[src/rtl/meas_gate_pkg.sv]
package meas_gate_pkg;

  // Strobes from control to datapath
  typedef struct packed {
    logic loadBanks;   // idle: reload gate bank, clear count bank
    logic countEn;     // common count enable (gate open)
    logic periodMode;  // 1: gate bank on signal, count bank on reference
  } gate_strobe_t;

endpackage

[src/rtl/meas_gate_datapath.sv]
module meas_gate_datapath
  import meas_gate_pkg::*;
#(
  parameter int W          = 24,
  parameter int EARLY_BITS = 8
) (
  input  logic         clk,
  input  logic         rstN,
  input  logic         refTick,
  input  logic         sigTick,
  input  logic [W-1:0] gatePreset,
  input  gate_strobe_t strobe,
  output logic         gateTick,
  output logic         nearEnd,
  output logic [W-1:0] countOut
);

  localparam int HIGH_W = W - EARLY_BITS;

  logic [W-1:0] gateBank;
  logic [W-1:0] countBank;
  logic         countTick;

  // Clock steering by mode
  always_comb begin
    if (strobe.periodMode) begin
      gateTick  = sigTick;
      countTick = refTick;
    end else begin
      gateTick  = refTick;
      countTick = sigTick;
    end
  end

  // Early terminal count: upper HIGH_W bits all ones
  assign nearEnd = &gateBank[W-1 -: HIGH_W];

  always_ff @(posedge clk) begin
    if (!rstN) begin
      gateBank  <= '0;
      countBank <= '0;
    end else if (strobe.loadBanks) begin
      gateBank  <= gatePreset;
      countBank <= '0;
    end else begin
      if (strobe.countEn && gateTick)  gateBank  <= gateBank + 1'b1;
      if (strobe.countEn && countTick) countBank <= countBank + 1'b1;
    end
  end

  assign countOut = countBank;

endmodule

[src/rtl/meas_gate_control.sv]
module meas_gate_control
  import meas_gate_pkg::*;
(
  input  logic         clk,
  input  logic         rstN,
  input  logic         start,
  input  logic         modeSel,
  input  logic         gateTick,
  input  logic         nearEnd,
  output gate_strobe_t strobe,
  output logic         done
);

  logic runQ;     // first flop: held clear when idle
  logic armQ;     // second flop: held set when idle
  logic periodQ;  // mode, captured only while idle

  always_ff @(posedge clk) begin
    if (!rstN) begin
      runQ    <= 1'b0;
      armQ    <= 1'b1;
      periodQ <= 1'b0;
    end else if (!start) begin
      runQ    <= 1'b0;
      armQ    <= 1'b1;
      periodQ <= modeSel;
    end else if (gateTick) begin
      if (armQ) runQ <= 1'b1;
      armQ <= !nearEnd;
    end
  end

  always_comb begin
    strobe.loadBanks  = !start;
    strobe.countEn    = runQ && armQ;
    strobe.periodMode = periodQ;
  end

  assign done = runQ && !armQ;

endmodule

[src/rtl/meas_gate_top.sv]
module meas_gate_top
  import meas_gate_pkg::*;
#(
  parameter int W = 24
) (
  input  logic         clk,
  input  logic         rstN,
  input  logic         refTick,
  input  logic         sigTick,
  input  logic         modeSel,
  input  logic         start,
  input  logic [W-1:0] gatePreset,
  output logic         gateOpen,
  output logic         done,
  output logic [W-1:0] countOut
);

  gate_strobe_t strobe;
  logic         gateTick;
  logic         nearEnd;
  logic         periodQ;

  meas_gate_control u_ctrl (
    .clk      (clk),
    .rstN     (rstN),
    .start    (start),
    .modeSel  (modeSel),
    .gateTick (gateTick),
    .nearEnd  (nearEnd),
    .strobe   (strobe),
    .done     (done)
  );

  meas_gate_datapath #(.W(W), .EARLY_BITS(8)) u_dp (
    .clk        (clk),
    .rstN       (rstN),
    .refTick    (refTick),
    .sigTick    (sigTick),
    .gatePreset (gatePreset),
    .strobe     (strobe),
    .gateTick   (gateTick),
    .nearEnd    (nearEnd),
    .countOut   (countOut)
  );

  assign gateOpen = strobe.countEn;
  assign periodQ  = strobe.periodMode;

endmodule

[config.mk]
export PLATFORM = sky130hd
export DESIGN_NAME = meas_gate_top
export DESIGN_NICKNAME = d
export VERILOG_FILES = /design/src/rtl/meas_gate_pkg.sv /design/src/rtl/meas_gate_datapath.sv /design/src/rtl/meas_gate_control.sv /design/src/rtl/meas_gate_top.sv
export SDC_FILE = /design/constraint.sdc
export NUM_CORES = 1
export LEC_CHECK = 0
export BUFFER_PORTS_ARGS = -buffer_cell sky130_fd_sc_hd__buf_2
export CAP_MARGIN = 10
export CORE_UTILIZATION = 40
export CTS_BUF_LIST = sky130_fd_sc_hd__clkbuf_2
export DETAILED_ROUTE_END_ITERATION = 10
export PLACE_DENSITY = 0.67
export RECOVER_POWER = 100
export SKIP_CTS_REPAIR_TIMING = 1
export SYNTH_ARGS = -nofsm -noshare
export SYNTH_HDL_FRONTEND = slang
export SYNTH_SLANG_ARGS = --single-unit
[constraint.sdc]
create_clock -name clk -period 2.3 [get_ports clk]
set_input_delay 0.345 -clock clk [delete_from_list [all_inputs] [get_ports clk]]
set_output_delay 0.345 -clock clk [all_outputs]
set_load 0.02 [all_outputs]
Word level (Yosys, flattened, before mapping)
Cells that the tools add are included.

Word-level logic and storage cells: 21. Register bits after elaboration: 51. Output and inout bits: 26. Input port bits: 30.

Add/sub/neg operators: 2. Reductions and logical operators: 9. Muxes and demuxes: 4. Equality and inequality tests: 1.

Operators by type and width (number): adder 24 x 1 -> 24 bit (second input constant) (2); 2-to-1 mux 24 bit (2); AND reduction 16 bit (1); logical AND 1 bit (4); AND reduction 2 bit (2); zero test 1 bit (2); 2-to-1 mux 1 bit (2); != test 2 x 1 -> 1 bit (second input constant) (1).

Depth between registers and ports, before layout
Depth in word-level cells: 4. Mapped depth: 7. Depth with buffers taken out: 5.

Hierarchy
Synthesis repeated with hierarchy kept, for this count alone.

Cells, all modules: 323. Area total of the unflattened synthesis: 2732.6 um2.

By module, submodules not included: meas_gate_datapath (sequential area each 960.9 um2, times used 1, area each 2598.7 um2, cells an instance 308); meas_gate_control (sequential area each 60.1 um2, times used 1, area each 133.9 um2, cells an instance 15).

Least setup slack after synthesis
No wires, ideal clock.

Path kind: reg-to-reg. From: register u_dp.gateBank[0]. To: register u_dp.gateBank[20]. Clock period less this slack: 2003 ps. Buffers on the path: 1. Stages on the path, launching flop included: 7. Setup slack: 297 ps. Setup time: 74 ps. Required time: 2226 ps. Arrival: 1929 ps. Cells stage by stage: dfxtp_1 -> ha_1 -> nand4_1 -> or4_1 -> buf_2 -> or4_1 -> a31oi_1.

Word-level cells in the longest chain between the ends: 3.

Ends and longest elaborated chain: from (decl) (RTL line meas_gate_datapath.sv:20) `logic [W-1:0] gateBank;`; from (signal assigned) (RTL line meas_gate_datapath.sv:43) `gateBank <= gatePreset;`; from (signal assigned) (RTL line meas_gate_datapath.sv:46) `if (strobe.countEn && gateTick) gateBank <= gateBank + 1'b1;`; adder 24 x 1 -> 24 bit (RTL line meas_gate_datapath.sv:46); 2-to-1 mux 24 bit (RTL line meas_gate_datapath.sv:46); 2-to-1 mux 24 bit (RTL line meas_gate_datapath.sv:42) `end else if (strobe.loadBanks) begin`.

No other way between the ends. The select of a mux whose other input is x is not followed. A chain may end at the register's enable or synchronous reset.

Worst setup path after layout
From: register u_dp.gateBank[0]. To: register u_dp.gateBank[18].

Same word-level chain as after synthesis.

==> impl_metrics.tcl <==
set metrics [dict create \
    tightest_slew_ns 1.21 \
    regArea_sq_mm 0.00102 \
    finalNonFillerCells 454 \
    hold_viol 0 \
    max-cap-violations 0 \
    ioPinCount 56 \
    crit_arrival_ns 2.49 \
    p_leak_nw 0.946 \
    grt_use_total_pct 19.1 \
    drive_above_1_share_pct 12.2 \
    synth-edff-count 0 \
    min_path_cells 2 \
    avgRoutedWirePerCell_um 14.3 \
    dp_cells 446 \
    avgSynthCellArea_sq_um 8.20 \
    htree_levels 2 \
    firstDrtPassIters 4 \
    clk_latency_ns 0.44 \
    core_sq_mm 0.00639 \
    grt_pass1_vias 2342 \
    routabilityCongestion 0.867 \
    setup_tns_ns 0 \
    numCtsBuffers 5 \
    clk_pin_slew_ns 0.26 \
    drt-total-wl_um 6470 \
    synth_fp_nets 357 \
    yosysWarnings 0 \
    dp_hpwl_um 4530 \
    grt_pass1_wl_um 11000 \
    final_net_count 408 \
    diodes 0 \
    fmax_mhz 476 \
    ys_seq_area_share_pct 38.3 \
    ff2ff_path_depth 5 \
    numClockSinks 51 \
    syn2layout_area_growth_pct 13.4 \
    drtAntennaViolNets 0 \
    cts_tree "yes" \
    cts_root_buf "clkbuf_2" \
    worst_setup_path_end_kind "register" \
    rsz0062_at_grt "no" \
    grt_overflow_total 0 \
    start_util_pct 41.7 \
    ys.flop_type "dfxtp_1" \
    status "completed" \
    ys_ff_latch 51 \
    die_w_um 83.6 \
    async_flop_share_pct 0 \
    worstSetupStartpointType "register" \
    postLayoutCellArea_sq_mm 0.00302 \
    critPathMaxFanout 7 \
    dieArea_sq_mm 0.00699 \
    critical_path_class "register to register" \
    cts_buffer_depth 2 \
    skew_ns 0.0266 \
    ys_types 39 \
    min_period_over_period_pct 91.4 \
    powerDensity_mw_per_mm2 486 \
    synth_cells 325 \
    die_y_um 83.6 \
    n_fill_cell 674 \
    multiInputGateArea_sq_mm 0.00155 \
    grt_max_degree 35 \
    period_needed_ns 2.10 \
    vias 2675 \
    routed_via_density 5.89 \
    drt-initial-drc-count 217 \
    final_util_pct 47.3 \
    p_total_w 0.00147 \
    port_buffers 55 \
    slew_headroom_pct 19.1 \
    hold_class "primary input to register" \
    report.final.setup_viol 0 \
    syn_area_sq_mm 0.00266 \
    ir_worst_vdd_uv 201 \
    placed_cell_area_sq_mm 0.00303 \
    slew_viol_final 0 \
    antenna_found_initial 0 \
    post-route-drc-count 0 \
    critPathRequiredTime_ns 2.69 \
    num_rows 29 \
]
-- placed cells by master (no fill, tap or decap), types with 2 or more instances in the layout --
cell type,instances
and2_1,3
or4_4,2
a22oi_1,2
clkbuf_2,9
buf_4,3
and4_1,8
xor2_1,4
o311ai_0,2
nand2b_1,3
nor2b_1,2
nor4_1,3
inv_1,4
nand4_1,18
or3_1,12
nor2_1,10
mux2i_1,5
nor3_1,2
mux2_2,2
xnor2_1,6
buf_2,28
clkbuf_1,32
ha_1,2
nand3b_1,2
a21oi_1,28
nand3_1,19
o31ai_1,19
nand2_1,18
dfxtp_1,51
a31oi_1,11
and3_1,4
o21ai_0,31
or4_1,20
-- area by class of cell --
class / instances / share of cell area (%)
multi-input combinational: 248 / 51.4
sequential: 51 / 33.8
timing repair buffer: 65 / 9.69
tap: 77 / 3.19
clock buffer: 7 / 1.16
inverter: 5 / 0.621
clock inverter: 1 / 0.166
-- power by group --
part | internal, W | switching (W)
registers | 0.000920 | 0.0000371
logic | 0.0000619 | 0.0000786
clock network | 0.0000829 | 0.000287
-- state kept, by name, indices dropped and copies added (netlist names) --
register	cells
u_dp.gateBank	24
u_ctrl.armQ	1
u_ctrl.periodQ	1
u_ctrl.runQ	1
u_dp.countOut	24
-- path summary, 6_finish.rpt --
kind | startpoint | endpoint | slack (ns)
hold / removal | gatePreset[14] | u_dp.gateBank[14]$_SDFFE_PN0P_ | 0.09
hold reg to reg | u_dp.countOut[21]$_SDFFE_PN0P_ | u_dp.countOut[21]$_SDFFE_PN0P_ | 0.51
setup / recovery | u_dp.gateBank[0]$_SDFFE_PN0P_ | u_dp.gateBank[18]$_SDFFE_PN0P_ | 0.20
setup reg to reg | u_dp.gateBank[0]$_SDFFE_PN0P_ | u_dp.gateBank[18]$_SDFFE_PN0P_ | 0.20
-- stage by stage --
step | hold WS, ns | worst slack [ns]
3_3_place_gp | 0.475 | 0.225
2_1_floorplan | 0.451 | 0.297
6_report | 0.0942 | 0.198
4_1_cts | 0.0749 | 0.0877
3_5_place_dp | 0.485 | 0.142
5_1_grt | 0.0747 | 0.0661
-- cell usage after synthesis, types with 10 or more instances --
cell type  number  area [sq um]
or3_1          12          75.1
o31ai_1        19           143
o21ai_0        31           155
nand4_1        18           113
dfxtp_1        51          1020
nand3_1        19          95.1
or4_1          22           165
nand2_1        18          67.6
a21oi_1        28           140
a31oi_1        11          68.8
nor2_1         10          37.5
clkbuf_1       20          75.1
-- per-layer routing --
layer / routed length [um] / vias to the layer above / track usage [%]
met5: 0 / - / 0
met4: 93 / 0 / 7.09
li1: - / 1369 / -
met2: 2970 / 38 / 29.0
met3: 236 / 7 / 2.87
met1: 3170 / 1261 / 27.2
-- critical path, stage by stage, from the launching register on --
cell	delay [ns]
dfxtp_1	0.45
ha_1	0.22
nand4_1	0.14
or4_4	0.56
or4_1	0.52
a31oi_1	0.16
-- cell families after synthesis --
| family | Yosys count | synth area share, % |
|---|---|---|
| buf+inv | 26 | 3.71 |
| fa+ha+maj | 2 | 0.939 |
| simple gates | 129 | 28.7 |
| flops | 51 | 38.3 |
| compound gates | 100 | 22.4 |
| xor+xnor | 10 | 3.29 |
| mux | 7 | 2.72 |
(Power assumes the default switching activity.)
